File: config.mk
export PLATFORM = sky130hd
export DESIGN_NAME = pcie_client_csr
export DESIGN_NICKNAME = d
export VERILOG_FILES = /design/src/rtl/pcie_client_pkg.sv /design/src/rtl/pcie_client_link_sync.sv /design/src/rtl/pcie_client_intx_agg.sv /design/src/rtl/pcie_client_regs.sv /design/src/rtl/pcie_client_csr.sv
export SDC_FILE = /design/constraint.sdc
export NUM_CORES = 1
export LEC_CHECK = 0
export ABC_AREA = 1
export BUFFER_PORTS_ARGS = -buffer_cell sky130_fd_sc_hd__buf_2
export CAP_MARGIN = 20
export CORE_MARGIN = 2
export CORE_UTILIZATION = 58
export DETAILED_ROUTE_END_ITERATION = 10
export PLACE_DENSITY = 0.86
export SLEW_MARGIN = 20
export SYNTH_ARGS = -nofsm -noshare
export SYNTH_HDL_FRONTEND = slang
export SYNTH_SLANG_ARGS = --single-unit
File: constraint.sdc
create_clock -name clk -period 3.5 [get_ports clk]
set_clock_uncertainty 0.05 [all_clocks]
set_input_delay 0.7 -clock clk [delete_from_list [all_inputs] [get_ports clk]]
set_output_delay 0.7 -clock clk [all_outputs]
set_load 0.02 [all_outputs]
File: src/rtl/pcie_client_pkg.sv
package pcie_client_pkg;

    localparam int unsigned HALF_W = 16;

    // Register offsets (byte addresses)
    localparam logic [31:0] OFS_GEN_CTRL  = 32'h0000_0000;
    localparam logic [31:0] OFS_INTX_STAT = 32'h0000_0008;
    localparam logic [31:0] OFS_INTX_MASK = 32'h0000_001C;
    localparam logic [31:0] OFS_DEBUG     = 32'h0000_0104;
    localparam logic [31:0] OFS_HOT_RST   = 32'h0000_0180;
    localparam logic [31:0] OFS_LINK_STAT = 32'h0000_0300;

    // Bit positions the core side decodes
    localparam int unsigned GEN_RC_BIT    = 6;
    localparam int unsigned GEN_TRAIN_LO  = 2;
    localparam int unsigned GEN_TRAIN_HI  = 3;
    localparam int unsigned HOT_ENH_BIT   = 4;
    localparam int unsigned LINK_PHY_BIT  = 16;

    typedef struct packed {
        logic [HALF_W-1:0] gen;
        logic [HALF_W-1:0] hot;
        logic [HALF_W-1:0] dbg;
        logic [HALF_W-1:0] msk;
    } ctl_regs_t;

    function automatic logic [HALF_W-1:0] masked_merge(
        input logic [HALF_W-1:0] old_v,
        input logic [HALF_W-1:0] en_v,
        input logic [HALF_W-1:0] new_v
    );
        return (old_v & ~en_v) | (new_v & en_v);
    endfunction

endpackage

File: src/rtl/pcie_client_link_sync.sv
module pcie_client_link_sync #(
    parameter int unsigned LTSSM_W = 6,
    parameter int unsigned STAGES  = 2,
    parameter logic [LTSSM_W-1:0] L0_CODE = 6'h11
) (
    input  logic               clk,
    input  logic               rst_n,
    input  logic [LTSSM_W-1:0] state_i,
    input  logic               phy_up_i,
    input  logic               dll_up_i,
    output logic [LTSSM_W-1:0] state_s_o,
    output logic               phy_up_s_o,
    output logic               dll_up_s_o,
    output logic               link_up_o
);
    localparam int unsigned WORD_W = LTSSM_W + 2;

    logic [STAGES-1:0][WORD_W-1:0] stage_d, stage_q;

    always_comb begin
        stage_d    = stage_q;
        stage_d[0] = {dll_up_i, phy_up_i, state_i};
        for (int s = 1; s < STAGES; s++) begin
            stage_d[s] = stage_q[s-1];
        end
    end

    always_ff @(posedge clk) begin
        if (!rst_n) begin
            stage_q <= '0;
        end else begin
            stage_q <= stage_d;
        end
    end

    assign state_s_o  = stage_q[STAGES-1][LTSSM_W-1:0];
    assign phy_up_s_o = stage_q[STAGES-1][LTSSM_W];
    assign dll_up_s_o = stage_q[STAGES-1][LTSSM_W+1];
    assign link_up_o  = phy_up_s_o && dll_up_s_o && (state_s_o == L0_CODE);

endmodule

File: src/rtl/pcie_client_intx_agg.sv
module pcie_client_intx_agg #(
    parameter int unsigned INTX_N = 4
) (
    input  logic              clk,
    input  logic              rst_n,
    input  logic [INTX_N-1:0] intx_i,
    input  logic [INTX_N-1:0] mask_nxt_i,
    output logic              irq_o
);
    logic irq_d, irq_q;

    always_comb begin
        irq_d = |(intx_i & ~mask_nxt_i);
    end

    always_ff @(posedge clk) begin
        if (!rst_n) begin
            irq_q <= 1'b0;
        end else begin
            irq_q <= irq_d;
        end
    end

    assign irq_o = irq_q;

endmodule

File: src/rtl/pcie_client_regs.sv
module pcie_client_regs
    import pcie_client_pkg::*;
#(
    parameter int unsigned ADDR_W  = 12,
    parameter int unsigned INTX_N  = 4,
    parameter int unsigned LTSSM_W = 6
) (
    input  logic               clk,
    input  logic               rst_n,
    input  logic               psel,
    input  logic               penable,
    input  logic               pwrite,
    input  logic [ADDR_W-1:0]  paddr,
    input  logic [31:0]        pwdata,
    output logic [31:0]        prdata,
    input  logic [INTX_N-1:0]  intx_i,
    input  logic [LTSSM_W-1:0] state_s_i,
    input  logic               phy_up_s_i,
    input  logic               dll_up_s_i,
    output ctl_regs_t          regs_o,
    output logic [INTX_N-1:0]  mask_nxt_o
);
    ctl_regs_t regs_d, regs_q;

    logic [31:0]        addr_ext;
    logic               wr_en;
    logic [HALF_W-1:0]  wr_mask;
    logic [HALF_W-1:0]  wr_val;

    assign addr_ext = 32'(paddr);
    assign wr_en    = psel && penable && pwrite;
    assign wr_mask  = pwdata[31:16];
    assign wr_val   = pwdata[15:0];

    always_comb begin
        regs_d = regs_q;
        if (wr_en) begin
            unique case (addr_ext)
                OFS_GEN_CTRL:  regs_d.gen = masked_merge(regs_q.gen, wr_mask, wr_val);
                OFS_HOT_RST:   regs_d.hot = masked_merge(regs_q.hot, wr_mask, wr_val);
                OFS_DEBUG:     regs_d.dbg = masked_merge(regs_q.dbg, wr_mask, wr_val);
                OFS_INTX_MASK: regs_d.msk = masked_merge(regs_q.msk, wr_mask, wr_val);
                default:       regs_d = regs_q;
            endcase
        end
    end

    always_comb begin
        prdata = '0;
        if (psel && !pwrite) begin
            unique case (addr_ext)
                OFS_GEN_CTRL:  prdata = 32'(regs_q.gen);
                OFS_HOT_RST:   prdata = 32'(regs_q.hot);
                OFS_DEBUG:     prdata = 32'(regs_q.dbg);
                OFS_INTX_MASK: prdata = 32'(regs_q.msk);
                OFS_INTX_STAT: prdata = 32'(intx_i);
                OFS_LINK_STAT: prdata = (32'({dll_up_s_i, phy_up_s_i}) << LINK_PHY_BIT)
                                      | 32'(state_s_i);
                default:       prdata = '0;
            endcase
        end
    end

    always_ff @(posedge clk) begin
        if (!rst_n) begin
            regs_q <= '0;
        end else begin
            regs_q <= regs_d;
        end
    end

    assign regs_o     = regs_q;
    assign mask_nxt_o = regs_d.msk[INTX_N-1:0];

endmodule

File: src/rtl/pcie_client_csr.sv
module pcie_client_csr
    import pcie_client_pkg::*;
#(
    parameter int unsigned ADDR_W      = 12,
    parameter int unsigned INTX_N      = 4,
    parameter int unsigned LTSSM_W     = 6,
    parameter int unsigned SYNC_STAGES = 2,
    parameter logic [LTSSM_W-1:0] L0_CODE = 6'h11
) (
    input  logic               clk,
    input  logic               rst_n,
    input  logic               psel,
    input  logic               penable,
    input  logic               pwrite,
    input  logic [ADDR_W-1:0]  paddr,
    input  logic [31:0]        pwdata,
    output logic [31:0]        prdata,
    output logic               pready_o,
    output logic               pslverr_o,
    input  logic [INTX_N-1:0]  intx_i,
    output logic               irq_o,
    output logic               rc_mode_o,
    output logic               ltssm_en_o,
    output logic               enh_ltssm_o,
    input  logic [LTSSM_W-1:0] ltssm_state_i,
    input  logic               phy_up_i,
    input  logic               dll_up_i,
    output logic               link_up_o
);
    ctl_regs_t          regs;
    logic [INTX_N-1:0]  mask_nxt;
    logic [LTSSM_W-1:0] state_s;
    logic               phy_up_s;
    logic               dll_up_s;

    pcie_client_link_sync #(
        .LTSSM_W (LTSSM_W),
        .STAGES  (SYNC_STAGES),
        .L0_CODE (L0_CODE)
    ) u_sync (
        .clk        (clk),
        .rst_n      (rst_n),
        .state_i    (ltssm_state_i),
        .phy_up_i   (phy_up_i),
        .dll_up_i   (dll_up_i),
        .state_s_o  (state_s),
        .phy_up_s_o (phy_up_s),
        .dll_up_s_o (dll_up_s),
        .link_up_o  (link_up_o)
    );

    pcie_client_regs #(
        .ADDR_W  (ADDR_W),
        .INTX_N  (INTX_N),
        .LTSSM_W (LTSSM_W)
    ) u_regs (
        .clk        (clk),
        .rst_n      (rst_n),
        .psel       (psel),
        .penable    (penable),
        .pwrite     (pwrite),
        .paddr      (paddr),
        .pwdata     (pwdata),
        .prdata     (prdata),
        .intx_i     (intx_i),
        .state_s_i  (state_s),
        .phy_up_s_i (phy_up_s),
        .dll_up_s_i (dll_up_s),
        .regs_o     (regs),
        .mask_nxt_o (mask_nxt)
    );

    pcie_client_intx_agg #(
        .INTX_N (INTX_N)
    ) u_intx (
        .clk        (clk),
        .rst_n      (rst_n),
        .intx_i     (intx_i),
        .mask_nxt_i (mask_nxt),
        .irq_o      (irq_o)
    );

    assign rc_mode_o   = regs.gen[GEN_RC_BIT];
    assign ltssm_en_o  = regs.gen[GEN_TRAIN_LO] && regs.gen[GEN_TRAIN_HI];
    assign enh_ltssm_o = regs.hot[HOT_ENH_BIT];
    assign pready_o    = 1'b1;
    assign pslverr_o   = 1'b0;

endmodule

# == Yosys cells after proc, flatten, opt, wreduce, memory -nomap -nowiden ==
# Index checks and enable logic that the tools add are counted.
# op_classes
add_sub_neg,0
multipliers,0
div_mod_pow,0
magnitude_cmp,0
eq_ne,6
shifts,0
n_mux,4
bitwise_logic,13
n_reduce_logical,13
# ops
op,n
$pmux 18 s6,1
$and 16x16->16,5
$or 16x16->16,4
$logic_not 32->1,1
$mux 32,1
$eq 12x9->1 const B,2
$or 18x6->18,1
$not 16->16,1
$eq 12x10->1 const B,1
$eq 12x4->1 const B,1
$eq 12x5->1 const B,1
$mux 4,2
$reduce_and 2->1,4
$eq 6x5->1 const B,1
$logic_and 1x1->1,6
$and 4x4->4,1
$not 4->4,1
$reduce_or 4->1,1
$logic_not 1->1,1
# totals
regBits,81
latchBits,0
ram_bits,0
rom_bits,0
inputBits,61
mem_count,0

# == Depth between registers and ports, before layout ==
# Gate-level depths: netlist of run 1.
# depth
ltp_word,8
mapped_depth,11
depth_no_buf,11

# == By module ==
# From an unflattened synthesis of run 1, not the netlist that was laid out.
# unflattened
cells_unflattened,696
area_unflattened_um2,4594.4
# modules_own_cells
mod,n_inst,cells_each,area_per_inst_um2,seq_area_each_um2
pcie_client_regs,1,616,3973.8,1281.2
pcie_client_link_sync,1,60,521.8,320.3
pcie_client_intx_agg,1,14,68.8,20.0
pcie_client_csr,1,6,30.0,0.0

# == Worst setup path after synthesis of run 1 ==
# No wires, ideal clock.
# synth_path
path_kind,in2out
startpoint,in paddr[11]
endpoint,out prdata[10]
arrival_time_ns,2.068
path_slack_ns,0.682
cell_stages,9
path_cell_list,nor2_1 inv_1 nor3_4 nand2_4 buf_6 nand3_1 o21ai_1 buf_2 a21oi_1
# synth_between
elab_chain_len,3
# synth_lines
element,line,source
"start, declared",pcie_client_csr.sv:15,"input logic [ADDR_W-1:0] paddr,"
$logic_not 32->1 (tied with other cells),pcie_client_regs.sv:51,unique case (addr_ext)
$pmux 18 s6 *,pcie_client_regs.sv:51,
$mux 32 *,pcie_client_regs.sv:50,if (psel && !pwrite) begin
"end, declared",pcie_client_csr.sv:17,"output logic [31:0] prdata,"
# Every way passes the cells marked *; elsewhere a longest branch is shown, timed or not.

# == Final worst setup path of run 1 ==
# layout_path
startpoint,in paddr[1]
endpoint,out prdata[10]
# Same word-level chain as after synthesis.

==> results of run 1 <==
-- kinds of logic (layout without fill, tap and decap cells) --
kind of cell | count (synthesis) | count (layout) | synth area share
and+or+nand+nor | 317 | 317 | 0.329
buffers and inverters | 112 | 181 | 0.129
AOI/OAI and AO/OA | 106 | 106 | 0.140
DFF | 81 | 81 | 0.400
other | 2 | 16 | 0.00185
-- cells in the mapped netlist (all sizes together) --
cell      n
nand3    21
nor4      1
clkbuf    8
o211ai    8
a21oi    65
buf      27
nand2   151
and3      4
nor3      6
dfxtp    81
o21ai    26
conb      2
a211oi    4
o21a      3
inv      77
nand4     8
nor2    126
-- metrics by stage --
step           hold slack, ns  area (um2)  cells  utilization
4_1_cts                 0.365        4670    797        0.687
3_5_place_dp            0.347        4460    783        0.657
5_1_grt                 0.383        4670    797        0.687
2_1_floorplan           0.340        4110    632            -
3_3_place_gp            0.344        4460    783        0.657
6_report                0.364        4670    797        0.687
-- worst register-to-register path, stage by stage (launching register included) --
cell	delay [ns]
sky130_fd_sc_hd__dfxtp_1	0.34
sky130_fd_sc_hd__inv_1	0.06
sky130_fd_sc_hd__o21a_1	0.16
sky130_fd_sc_hd__nand4_1	0.08
sky130_fd_sc_hd__nand2_1	0.09
sky130_fd_sc_hd__nand2_1	0.07
sky130_fd_sc_hd__nand2_1	0.04
sky130_fd_sc_hd__nor2_1	0.10
sky130_fd_sc_hd__nor2_1	0.05
-- power by group through the flow --
stage               sequential [W]  clock (W)  combinational, W
CTS                       0.000933   0.000739          0.000126
global route              0.000934   0.000779          0.000141
global placement          0.000954          0          0.000122
finish                    0.000933   0.000738          0.000127
floorplan                 0.000955          0         0.0000747
detailed placement        0.000955          0          0.000125
-- layer usage --
layer | vias to the layer above | part of all wire | GRT usage
li1 | 2064 | - | -
met1 | 1838 | 0.42 | 0.344
met2 | 212 | 0.48 | 0.459
met3 | 26 | 0.082 | 0.0697
met4 | 0 | 0.020 | 0.136
met5 | - | 0 | 0
-- cell type report --
type,count,area share
multi-input combinational,439,0.420
sequential,81,0.348
timing repair buffer,90,0.100
inverter,77,0.0619
clock buffer,9,0.0265
tap,96,0.0257
clock inverter,5,0.0174
-- worst paths after layout --
check	cells past startpoint	start	endpoint	slack, ns
hold / removal	2	u_sync.stage_d[12]$_SDFF_PN0_	u_sync.state_s_o[4]$_SDFF_PN0_	0.36
setup reg to reg	8	u_regs.regs_o[3]$_SDFF_PN0_	u_intx.irq_o$_SDFF_PN0_	2.33
setup / recovery	10	paddr[1]	prdata[10]	0.30
hold reg to reg	2	u_sync.stage_d[12]$_SDFF_PN0_	u_sync.state_s_o[4]$_SDFF_PN0_	0.36
==> run summary, run 1 <==
The top cell types in the final layout, fill and taps aside, are 145 x sky130_fd_sc_hd__nand2_1, 121 x sky130_fd_sc_hd__nor2_1, 83 x sky130_fd_sc_hd__buf_2. Setup repair after global routing left no endpoint under its margin. The portion of total power attributed to the clock network was 0.410; the aggregate global-route resource usage was 0.280.

Counting stages on the worst path, the most repeated cell is sky130_fd_sc_hd__nand2_1. The data arrival time of the critical path was 2.45 ns. The tightest min-delay check is of the reg -> reg type. Compared with the post-synthesis result, the final layout area differs by 15.1%. The clock tree synthesis step divided the H-tree into 3 levels.

For the pin with the worst max-slew slack, the measured transition is 0.825 ns. In this run, CTS created clock tree buffers numbering 9. During placement, the flow inserted port buffers numbering 83. Based on the critical path, the design can be clocked at up to 312 MHz. The worst max-slew margin expressed relative to the limit was 0.449. The share of the synthesized area in the top cell type is 0.400.

Summing every instance area after synthesis gives 4050 um2. After clock tree synthesis, the setup repair step added 0 buffers. Summing over every cut layer, the via total after detailed routing is 4140.

The total power consumption of the routed design is 0.00180 W, and the average wire per cell in the routed design is 13.3 um. The run gives 2.15 nW as the leakage power total. The total die area came out at 7670 um2. Yosys attributes the largest share of cell area to sky130_fd_sc_hd__dfxtp_1 40%, sky130_fd_sc_hd__nand2_1 13%, sky130_fd_sc_hd__nor2_1 11%, sky130_fd_sc_hd__a21oi_1 8.0%, sky130_fd_sc_hd__inv_1 6.7%. The slowest stage of the critical path is the sky130_fd_sc_hd__inv_1 cell. The fraction of final layout cells with drive strength greater than 1 is 0.174, and the hold-fix buffer count after cts is 0. The multi-input gate area in the final layout was 1960 um2. Once detail routing completed, the nets flagged for antenna violations numbered 0. The highest net fanout along the worst path came out at 12. The via count of the first global-routing pass came out at 3756. Of all cell types, the one taking the most synthesized area is sky130_fd_sc_hd__dfxtp_1. For the sequential cell area fraction in the yosys report, the log shows 0.400. Adding up every negative setup slack in the final design gives 0 ns. The first-iteration detailed-routing DRC count was 405. The tools report the post-placement worst setup slack as 0.340 ns.

The library cell used most frequently in the layout, excluding fill and tap cells, is sky130_fd_sc_hd__nand2_1. The tools report the capturing element type of the critical path as a primary output. Yosys printed 0 warnings. Setup violations remaining at the end of the flow were counted as 0. In this run the mean area of a mapped cell was 6.56 um2. Entering global routing, the biggest net connects 46 pins. Counting flops and latches in the post-synthesis netlist gives 81. The number of antenna violations at the first check in global routing was 0.

The buffer and inverter count on the worst path came out at 3. The number of max-cap violations was 0. The worst setup path is of the in -> out kind.

The run gives 0 as the total count of hold-check failures in the final report. The number of core rows is 30, and the vertical die dimension is 87.6 um. No sink is reached through more buffers than the 2 on the longest clock path. TritonCTS built the clock tree. Dividing total power by cell area gives a power density of 385 nW/um2. Once detailed placement completed, the half-perimeter wirelength came to 7250 um. The signal on the critical path passes through buf_2 -> nor2_2 -> nand2_1 -> nor2_1 -> nand2_1 -> inv_1 -> nand2_1 -> and3_1 -> a21oi_1 -> buf_2. Fill cells in the final layout number 602. VDD sags by at most 0.289 mV. Number of slew-limit violations in the final report: 0.

In this run the clock root is driven by a sky130_fd_sc_hd__clkbuf_8. Routability-driven placement finished with a final weighted congestion of 0.906. The die is 87.6 um wide. The tools report the total global routing overflow as 0. Once routing completed, OpenROAD measured the worst setup slack at 0.298 ns.

The logs give 0.000433 W for the switching power total and 1620 um2 for the sequential standard cell area. The number of different library cells used by synthesis comes to 29. The net switching fraction of the power is 0.241. Internal power comes to 0.00136 W. Dividing the detail-routed via count by the number of cells gives 5.19. The first detailed-routing pass ran for 8 iterations. In the routed design, unresolved DRC markers number 0. The logs give 0.519 for the proportion of power drawn by flip-flops and latches and 0.071 for the portion of total power attributed to combinational logic. The run gives 100 as the top-level port count. The first global-routing pass estimated 16700 um of wire.

For this block, the routed nets add up to 10600 um of wire. Synthesis produced a netlist whose cell count is 618. The placeable core area is 6790 um2, and the source-to-sink clock delay at the later pin of the worst-skew pair is 0.35 ns.

The final critical delay including setup and external delays is 3.20 ns. The clock-pin slew reported for the worst setup and hold paths after clock tree synthesis is 0.08 ns, and the initial cell density of the core is 0.597. The number of nets in the layout was 759; the clock sink count was 81. The delay of the slowest cell on the worst path was 0.46 ns; the count of cells resized by post-cts repair was 0. In this design, the largest share of critical-path delay is due to simple AND/OR/NAND/NOR gates. Ratio of final minimum period to clock period: 0.915. The flow ran to the end, and the final reports show no timing, DRC or antenna violations. The worst setup path is launched from a primary input.

The antenna diode instance count is 0, and the critical path data required time is 2.75 ns.
Note: power is estimated with default switching activity, not from simulation.
==> inputs of run 2 (changes only) <==
--- a/config.mk
+++ b/config.mk
@@ -8,6 +8,7 @@
 export ABC_AREA = 1
 export BUFFER_PORTS_ARGS = -buffer_cell sky130_fd_sc_hd__buf_2
 export CAP_MARGIN = 20
+export CORE_ASPECT_RATIO = 0.8
 export CORE_MARGIN = 2
 export CORE_UTILIZATION = 58
 export DETAILED_ROUTE_END_ITERATION = 10
==> run summary, run 2 (synthesized netlist as in run 1, its figures left out) <==
The run finished with clean final reports. The tools report the maximum VDD drop as 0.250 mV (-14%). The total global routing overflow was 0 (unchanged); the number of setup buffers added after CTS was 0 (unchanged). The setup path with the least slack is of type in -> out. The die width was 97.5 um (+11%). The count of cells resized by post-cts repair was 0 (unchanged); the via count of the first global-routing pass was 3686 (-1.9%).

For the wire length of the first global-routing pass, the log shows 16800 um (+0.21%). Sum of negative setup slack: 0 ns (unchanged). Vertical die dimension: 78.8 um (-10%).

Data arrival time of the critical path: 2.51 ns (+0.06 ns). The start point of the worst min-delay path is u_sync.stage_d[10]$_SDFF_PN0_. The quantity of I/O buffers inserted on ports is 83 (unchanged), and the clock sink count is 81 (unchanged). The tools report the number of nets with antenna violations after routing as 0 (unchanged). The worst max-slew margin expressed relative to the limit was 0.426 (-0.0233). The startpoint identified for the worst register-to-register timing path is u_regs.regs_o[3]$_SDFF_PN0_. STA classifies the critical path endpoint as a primary output. The tools report the number of core rows as 27 (-10%). The highest clock frequency the design can meet was 307 MHz (-1.8%); the antenna diode instance count was 0 (unchanged). Placed wire-length estimate after detailed placement: 7180 um (-0.92%). The worst hold slack across all endpoints is 0.365 ns (+0.000741 ns).

The run gives 4181 (+0.99%) as the total vias in the final route. The clock-pin slew reported for the worst setup and hold paths after clock tree synthesis came out at 0.08 ns (about the same). For the leakage power total, the log shows 2.18 nW (+1.5%). In the layout the commonest cells are 145 x sky130_fd_sc_hd__nand2_1, 121 x sky130_fd_sc_hd__nor2_1, 83 x sky130_fd_sc_hd__buf_2. The synthesis-to-layout area growth was 16.1%. CTS placed an instance of sky130_fd_sc_hd__clkbuf_8 at the clock tree root.

TritonCTS built the clock tree. The run gives 7680 um2 (about the same) as the total die area. The detailed-router iteration count before antenna repair was 5 (-3).

The logs give 0 (unchanged) for the total count of hold-check failures in the final report and 2.75 ns (about the same) for the critical path data required time. The highest net fanout along the worst path is 12 (unchanged), and the ratio of final minimum period to clock period is 0.931 (+0.0163). The worst setup path is launched from a primary input. The number of antenna violations at the first check in global routing was 0 (unchanged).

The run gives 6820 um2 (+0.44%) as the placeable core area. The top-level port count is 100 (unchanged), and the number of fill cells is 567 (-5.8%). The routability congestion estimate from global placement came out at 0.939 (+3.6%). Most common library cell in the layout ignoring fill and taps: sky130_fd_sc_hd__nand2_1. The number of max-cap violations is 0 (unchanged), and the via density per instance is 5.28 (+1.6%). Number of slew-limit violations in the final report: 0 (unchanged). The source-to-sink clock delay at the later pin of the worst-skew pair is 0.35 ns (about the same), and the first-iteration detailed-routing DRC count is 365 (-9.9%). The class of the tightest hold or removal check was reg -> reg. Setup repair after global routing left no endpoint under its margin. Transition at the pin with the smallest max-transition slack: 0.860 ns (+0.0350 ns).

The power per unit of standard cell area works out to 402 nW/um2 (+4.2%). The routed wire length is 10500 um (-1.0%). The average wire per cell in the routed design is 13.2 um (-0.43%). The run gives 46 (unchanged) as the pin count of the biggest net entering global routing. The fraction of final layout cells with drive strength greater than 1 works out to 0.179 (+0.00469).

The logs give 0.00189 W (+5.1%) for the total power consumption of the routed design and 9 (unchanged) for the TritonCTS buffer count. Timing startpoint of the critical path: paddr[1]. The buffer depth of the longest clock path was 2 (unchanged); the aggregate global-route resource usage was 0.272 (-0.00794). The run gives 0 (unchanged) as the hold-fix buffer count after cts. Deepest level of the CTS H-tree: 3 (unchanged).

Initial cell density of the core: 0.594 (-0.00262). The tools report the DRC violation count after routing as 0 (unchanged). The number of nets in the layout was 761 (+0.26%); the final critical delay including setup and external delays was 3.26 ns (+0.0571 ns). The final setup violation count came out at 0 (unchanged).
## run 2: cell type report
type	instances	area (um2)	share of cell area
clock inverters	7	118	0.0250
multi-input cells	439	1960	0.417
clock buffers	9	124	0.0263
inverters	77	289	0.0614
repair buffers	92	483	0.103
well taps	87	109	0.0231
flip-flops and latches	81	1620	0.345
## run 2: worst paths after layout
kind                                     to  slack [ns]  depth (start not counted)
max                               prdata[5]        0.24                         11
min reg2reg  u_sync.state_s_o[2]$_SDFF_PN0_        0.37                          2
max reg2reg         u_intx.irq_o$_SDFF_PN0_        2.25                          8
min          u_sync.state_s_o[2]$_SDFF_PN0_        0.37                          2
## run 2: critical path, cell delays in order
cell                      delay [ns]
sky130_fd_sc_hd__buf_2          0.11
sky130_fd_sc_hd__nor2_2         0.14
sky130_fd_sc_hd__nand2_1        0.08
sky130_fd_sc_hd__nor2_2         0.25
sky130_fd_sc_hd__nand2_1        0.19
sky130_fd_sc_hd__inv_1          0.40
sky130_fd_sc_hd__nand2_1        0.11
sky130_fd_sc_hd__nand3_1        0.13
sky130_fd_sc_hd__nor2_1         0.05
sky130_fd_sc_hd__nor2_1         0.14
sky130_fd_sc_hd__buf_2          0.19
## run 2: per-stage QoR
stage | instance area, um2 | setup slack, ns | util | cells
after detailed placement | 4460 | 0.308 | 0.654 | 776
after global placement | 4460 | 0.396 | 0.654 | 776
after floorplan | 4110 | 0.682 | - | 632
after global routing | 4710 | 0.0752 | 0.690 | 792
final | 4710 | 0.241 | 0.690 | 792
after CTS | 4710 | 0.283 | 0.690 | 792
## run 2: power by group
part,total (W),internal [W],switching [W]
clock,0.000830,0.000475,0.000355
sequential,0.000933,0.000930,0.00000292
combinational,0.000127,0.0000394,0.0000873
total,0.00189,0.00144,0.000446
## run 2: routing by layer
| layer | part of all wire | global-route usage | vias up |
|---|---|---|---|
| met5 | 0 | 0 | - |
| li1 | - | - | 2076 |
| met2 | 0.45 | 0.431 | 214 |
| met1 | 0.45 | 0.349 | 1861 |
| met4 | 0.026 | 0.139 | 0 |
| met3 | 0.081 | 0.0643 | 30 |
